<file path="config.mk">
export PLATFORM = sky130hd
export DESIGN_NAME = mulx_unit
export DESIGN_NICKNAME = d
export VERILOG_FILES = /design/src/rtl/mulx_pkg.sv /design/src/rtl/mulx_opnd_ext.sv /design/src/rtl/mulx_prod_core.sv /design/src/rtl/mulx_unit.sv
export SDC_FILE = /design/constraint.sdc
export NUM_CORES = 1
export LEC_CHECK = 0
export BUFFER_PORTS_ARGS = -buffer_cell sky130_fd_sc_hd__buf_4
export CORE_MARGIN = 4
export CORE_UTILIZATION = 55
export DETAILED_ROUTE_END_ITERATION = 16
export PLACE_DENSITY = 0.74
export SYNTH_ARGS = -nofsm -noshare
export SYNTH_HDL_FRONTEND = slang
export SYNTH_HIERARCHICAL = 1
export SYNTH_SLANG_ARGS = --single-unit
</file>
<file path="constraint.sdc">
create_clock -name clk -period 7.7 [get_ports clk]
set_input_delay 0.77 -clock clk [delete_from_list [all_inputs] [get_ports clk]]
set_output_delay 0.77 -clock clk [all_outputs]
set_load 0.01 [all_outputs]
</file>
<file path="src/rtl/mulx_pkg.sv">
package mulx_pkg;

   typedef enum logic [1:0] {
      SG_UU  = 2'b00,
      SG_SS  = 2'b01,
      SG_SU  = 2'b10,
      SG_RSV = 2'b11
   } sign_sel_e;

   typedef struct packed {
      logic sgn_a;
      logic sgn_b;
      logic frac;
   } mode_t;

   function automatic mode_t decode_op(input logic [2:0] op);
      mode_t m;
      m.frac = op[2];
      unique case (sign_sel_e'(op[1:0]))
         SG_SS:   begin m.sgn_a = 1'b1; m.sgn_b = 1'b1; end
         SG_SU:   begin m.sgn_a = 1'b1; m.sgn_b = 1'b0; end
         default: begin m.sgn_a = 1'b0; m.sgn_b = 1'b0; end
      endcase
      return m;
   endfunction

endpackage

</file>
<file path="src/rtl/mulx_opnd_ext.sv">
module mulx_opnd_ext #(
   parameter int W = 8
) (
   input  logic [W-1:0]    d,
   input  logic            sgn,
   output logic signed [W:0] ext
);
   if (W < 2) begin : g_bad_w
      $error("mulx_opnd_ext: W must be at least 2");
   end

   assign ext = {sgn & d[W-1], d};

endmodule

</file>
<file path="src/rtl/mulx_prod_core.sv">
module mulx_prod_core #(
   parameter int W        = 8,
   parameter bit SHIFT_ADD = 1'b0
) (
   input  logic [W-1:0]   a,
   input  logic [W-1:0]   b,
   input  mulx_pkg::mode_t mode,
   output logic [2*W-1:0] res,
   output logic           carry,
   output logic           zero
);
   localparam int PW = 2*W + 2;
   localparam int RW = 2*W;

   logic signed [W:0]    a_s;
   logic signed [W:0]    b_s;
   logic signed [PW-1:0] full;
   logic [RW-1:0]        prod;

   mulx_opnd_ext #(.W(W)) u_ext_a (.d(a), .sgn(mode.sgn_a), .ext(a_s));
   mulx_opnd_ext #(.W(W)) u_ext_b (.d(b), .sgn(mode.sgn_b), .ext(b_s));

   if (SHIFT_ADD) begin : g_shift_add
      logic signed [PW-1:0] a_w;
      logic signed [PW-1:0] acc [0:W+1];
      assign a_w    = PW'(a_s);
      assign acc[0] = '0;
      for (genvar i = 0; i <= W; i++) begin : g_row
         if (i < W) begin : g_pos
            assign acc[i+1] = acc[i] + (b_s[i] ? (a_w <<< i) : '0);
         end else begin : g_neg
            assign acc[i+1] = acc[i] - (b_s[i] ? (a_w <<< i) : '0);
         end
      end
      assign full = acc[W+1];
   end else begin : g_operator
      assign full = a_s * b_s;
   end

   assign prod  = full[RW-1:0];
   assign carry = prod[RW-1];
   assign res   = mode.frac ? {prod[RW-2:0], 1'b0} : prod;
   assign zero  = ~|res;

endmodule

</file>
<file path="src/rtl/mulx_unit.sv">
module mulx_unit #(
   parameter int OPW       = 8,
   parameter bit SHIFT_ADD = 1'b0
) (
   input  logic           clk,
   input  logic           rst_n,
   input  logic           start,
   input  logic [2:0]     op,
   input  logic [OPW-1:0] opa,
   input  logic [OPW-1:0] opb,
   output logic [OPW-1:0] res_hi,
   output logic [OPW-1:0] res_lo,
   output logic           done,
   output logic           zf,
   output logic           cf
);
   localparam int RW = 2*OPW;

   if (OPW < 2 || OPW > 16) begin : g_bad_opw
      $error("mulx_unit: OPW out of supported range 2..16");
   end

   logic            busy_q;
   logic [OPW-1:0]  a_q, b_q;
   logic [2:0]      op_q;
   logic [RW-1:0]   res_q;
   logic            zf_q, cf_q, done_q;
   logic            accept;
   mulx_pkg::mode_t mode_q;
   logic [RW-1:0]   core_res;
   logic            core_c, core_z;

   assign accept = start & ~busy_q;
   assign mode_q = mulx_pkg::decode_op(op_q);

   // stage one: capture operands
   always_ff @(posedge clk) begin
      if (!rst_n) begin
         busy_q <= 1'b0;
         a_q    <= '0;
         b_q    <= '0;
         op_q   <= '0;
      end else begin
         busy_q <= accept;
         if (accept) begin
            a_q  <= opa;
            b_q  <= opb;
            op_q <= op;
         end
      end
   end

   mulx_prod_core #(.W(OPW), .SHIFT_ADD(SHIFT_ADD)) u_core (
      .a(a_q), .b(b_q), .mode(mode_q),
      .res(core_res), .carry(core_c), .zero(core_z)
   );

   // stage two: register result and flags
   always_ff @(posedge clk) begin
      if (!rst_n) begin
         res_q  <= '0;
         zf_q   <= 1'b0;
         cf_q   <= 1'b0;
         done_q <= 1'b0;
      end else begin
         done_q <= busy_q;
         if (busy_q) begin
            res_q <= core_res;
            zf_q  <= core_z;
            cf_q  <= core_c;
         end
      end
   end

   assign res_lo = res_q[OPW-1:0];
   assign res_hi = res_q[RW-1:OPW];
   assign done   = done_q;
   assign zf     = zf_q;
   assign cf     = cf_q;


   accept_to_busy_chk: assert property (@(posedge clk) disable iff (!rst_n)
      (start && !busy_q) |=> busy_q);

   busy_to_done_chk: assert property (@(posedge clk) disable iff (!rst_n)
      busy_q |=> done_q);

   done_origin_chk: assert property (@(posedge clk) disable iff (!rst_n)
      done_q |-> $past(busy_q));

   busy_single_chk: assert property (@(posedge clk) disable iff (!rst_n)
      busy_q |=> !busy_q);

   hold_chk: assert property (@(posedge clk) disable iff (!rst_n)
      !busy_q |=> $stable({res_q, zf_q, cf_q}));

   zero_flag_chk: assert property (@(posedge clk) disable iff (!rst_n)
      done_q |-> (zf_q == (res_q == '0)));

endmodule

</file>
==> results.yml <==
yosys:
  ys_seq_area_share_pct: 16.4
  synth_fp_nets: 645
  syn_area_per_cell_um2: 9.06
  synth.distinct_cells: 44
  ys_ff_latch: 39
  synth_edf_count: 0
  synth_async_sr_flop_share_pct: 0
  syn_area_um2: 4760
  synth_cells: 526
  synth_warnings: 6
  synth_ff_type: "dfxtp_1"
min_path:
  min_from: "op_q[1]$_SDFFE_PN0P_"
  hold_depth: 2
  hold_class: "flip-flop to flip-flop"
  whs_endpoint: "op_q[1]$_SDFFE_PN0P_"
power:
  irDropWorstVdd_mv: 0.106
  share_seq_of_total_power_pct: 42.2
  pwr-share-clk_pct: 32.0
  power_switching_w: 0.000179
  combPwrFrac_pct: 25.9
  powerDensity_nw_per_um2: 110
  swShare_pct: 32.1
  internal_power_w: 0.000378
  p_leak_nw: 2.55
placed_design:
  dp.final_hpwl_um: 7920
  place.gp.congestion: 0.857
  io_buffers: 40
  pre_cts_slack_ns: 1.82
global_route:
  grt_max_degree: 59
  met2_usage_pct: 34.4
  use_met1_pct: 28.4
  grt_pass1_vias: 3525
  grt_antenna_before_repair: 0
  grt-busiest-layer: "met2"
  use_met3_pct: 3.11
  grt_pass1_wl_um: 16800
  grt_usage_pct: 20.4
  grt.overflow.total: 0
clock_network:
  cts-buffers-inserted: 5
  root_buffer: "clkbuf_8"
  post_cts_buffers: 0
  htreeDepth: 2
  cts_tree: "yes"
  cts_hold_buffers: 0
  ctsLongestPathBuffers: 2
  post_cts_resized: 0
  cts.clk_slew.worst_paths_ns: 0.08
  clkLatencyLatePin_ns: 0.30
  cts.sinks: 39
cells_and_area:
  n_antenna_cell: 0
  multi_input_area_um2: 3440
  seq_area_um2: 781
  syn_to_final_growth_pct: 6.28
  n_fill_cell: 730
  drive_gt1_share_pct: 11.8
  layout_commonest_cell: "nand2_1"
  mostFrequentLayoutCells: "89 x nand2_1, 77 x inv_1, 63 x fa_1"
  final_nets: 651
flow_run:
  maxCapViolCount: 0
critical_path:
  crit_arrival_ns: 6.15
  path_cells: "and2_1 -> nand2b_1 -> fa_1 -> fa_1 -> inv_1 -> fa_1 -> fa_1 -> fa_1 -> ha_1 -> a21o_1 -> a21oi_1 -> nand2_1 -> o311ai_0 -> o2111ai_1 -> nor4b_2 -> mux2i_1 -> nor2b_1"
  slowest_delay_ns: 0.57
  r2r-end: "zf$_SDFFE_PN0P_"
  cp_max_fo: 11
  critPathRequiredTime_ns: 7.93
  end_kind: "flip-flop"
  cp-start-kind: "flip-flop"
  crit_type: "flip-flop to flip-flop"
  r2r_slack_ns: 1.78
  r2r_start: "b_q[7]$_SDFFE_PN0P_"
  cpMostUsedCell: "fa_1"
  r2r_cells: 17
  crit_slowest_cell: "fa_1"
sta:
  worst_pin_slew_ns: 1.20
  clock_skew_ns: 0.00702
  min_period_over_period_pct: 76.9
  slew_violations: 0
  timing.final.crit_period_ns: 5.92
  post-route-worst-setup-slack_ns: 1.78
  finalHoldViolCount: 0
  rsz0062_at_grt: "false"
  max_freq_mhz: 169
  maxSlewHeadroom_pct: 20.2
  setup_total_negative_slack_ns: 0
  finalSetupViolCount: 0
route:
  vias_per_cell: 5.25
  drt_wl_total_um: 9690
  wire_per_inst_um: 15.2
  drt_first_pass_iters: 4
  ant_nets: 0
  drtIter0Drc: 81
  vias: 3350
  drc_errors: 0
floorplanning:
  fp.dieH_um: 101
  ios: 41
  rows: 33
  die_w_um: 101
  coreArea_um2: 8340
  start_util_pct: 57.1
  die_area_um2: 10200
outcome:
  outcome: "completed"
[routing by layer]
metal | wire length [µm] | vias up | part of all wire (%)
met1 | 4550 | 1630 | 47
met3 | 365 | 10 | 3.8
met4 | 74 | 0 | 0.76
met2 | 4690 | 66 | 48
li1 | - | 1644 | -
met5 | 0 | - | 0
[critical path: cells and delay by family, from the launching register on]
kind / cells / cell delay (ns)
AOI/OAI and AO/OA: 4 / 1.18
muxes: 1 / 0.11
buffers and inverters: 1 / 0.06
and+or+nand+nor: 5 / 1.03
DFF: 1 / 0.54
adders and majority gates: 6 / 2.93
[cells in the mapped netlist (all sizes together) (3+ instances only)]
cell    instances  area share [%]
xor2            4            0.74
nand4           4            0.53
nand2          89             7.0
and2           34             4.5
nor2            7            0.55
buf            24             3.9
o21ai           6            0.63
nor4            4            0.84
ha             34             8.9
a21oi          10             1.1
dfxtp          39              16
nor2b          25             3.4
xnor2          12             2.2
a21o            5            0.79
fa             63              26
mux2            6             1.4
mux2i          39             8.2
clkbuf         17             1.3
nand2b          3            0.39
inv            77             6.1
[worst max-delay path by stage]
stage,cells after the start,slack [ns],startpoint,endpoint
3_3_place_gp,20,2.01,op_q[1]$_SDFFE_PN0P_,zf$_SDFFE_PN0P_
4_1_cts,17,1.77,b_q[7]$_SDFFE_PN0P_,zf$_SDFFE_PN0P_
3_5_place_dp,17,1.82,b_q[7]$_SDFFE_PN0P_,zf$_SDFFE_PN0P_
2_1_floorplan,21,2.18,op_q[1]$_SDFFE_PN0P_,zf$_SDFFE_PN0P_
6_report,17,1.78,b_q[7]$_SDFFE_PN0P_,zf$_SDFFE_PN0P_
5_1_grt,20,1.35,op_q[1]$_SDFFE_PN0P_,zf$_SDFFE_PN0P_
[power groups by stage]
stage / Clock [W] / Combinational [W] / Sequential [W]
floorplan: 0 / 0.000129 / 0.000222
global placement: 0 / 0.000141 / 0.000239
detailed placement: 0 / 0.000145 / 0.000240
CTS: 0.000181 / 0.000146 / 0.000235
global route: 0.000189 / 0.000165 / 0.000238
finish: 0.000178 / 0.000144 / 0.000235
[final cells by class]
cell class / instances / area share [%]
clock buffer: 5 / 1.36
tap: 105 / 2.60
clock inverter: 3 / 0.914
multi-input combinational: 368 / 68.0
sequential: 39 / 15.4
inverter: 78 / 5.78
timing repair buffer: 40 / 5.93
[logic make-up after synthesis]
| group | after synthesis | synth area share, % |
|---|---|---|
| compound gates | 36 | 5.67 |
| simple gates | 174 | 18.6 |
| fa+ha+maj | 97 | 35.4 |
| xor+xnor | 16 | 2.94 |
| mux | 45 | 9.61 |
| buf+inv | 119 | 11.3 |
| flops | 39 | 16.4 |
[per-stage QoR]
| stage | utilization [%] | area [µm²] | instances | total power (W) | hold slack [ns] |
|---|---|---|---|---|---|
| floorplan | - | 4760 | 526 | 0.000351 | 0.435 |
| global placement | 59.3 | 4950 | 630 | 0.000380 | 0.446 |
| detailed placement | 59.3 | 4950 | 630 | 0.000385 | 0.450 |
| CTS | 60.7 | 5060 | 638 | 0.000562 | 0.461 |
| global route | 60.7 | 5060 | 638 | 0.000592 | 0.500 |
| finish | 60.7 | 5060 | 638 | 0.000557 | 0.458 |
[sequential cells by signal (all words and copies together), names as in the netlist]
| name | count |
|---|---|
| res_q | 16 |
| a_q | 8 |
| b_q | 8 |
| op_q | 3 |
| busy_q | 1 |
| cf | 1 |
| done | 1 |
| zf | 1 |
No activity file was read; power rests on OpenSTA's default activity.
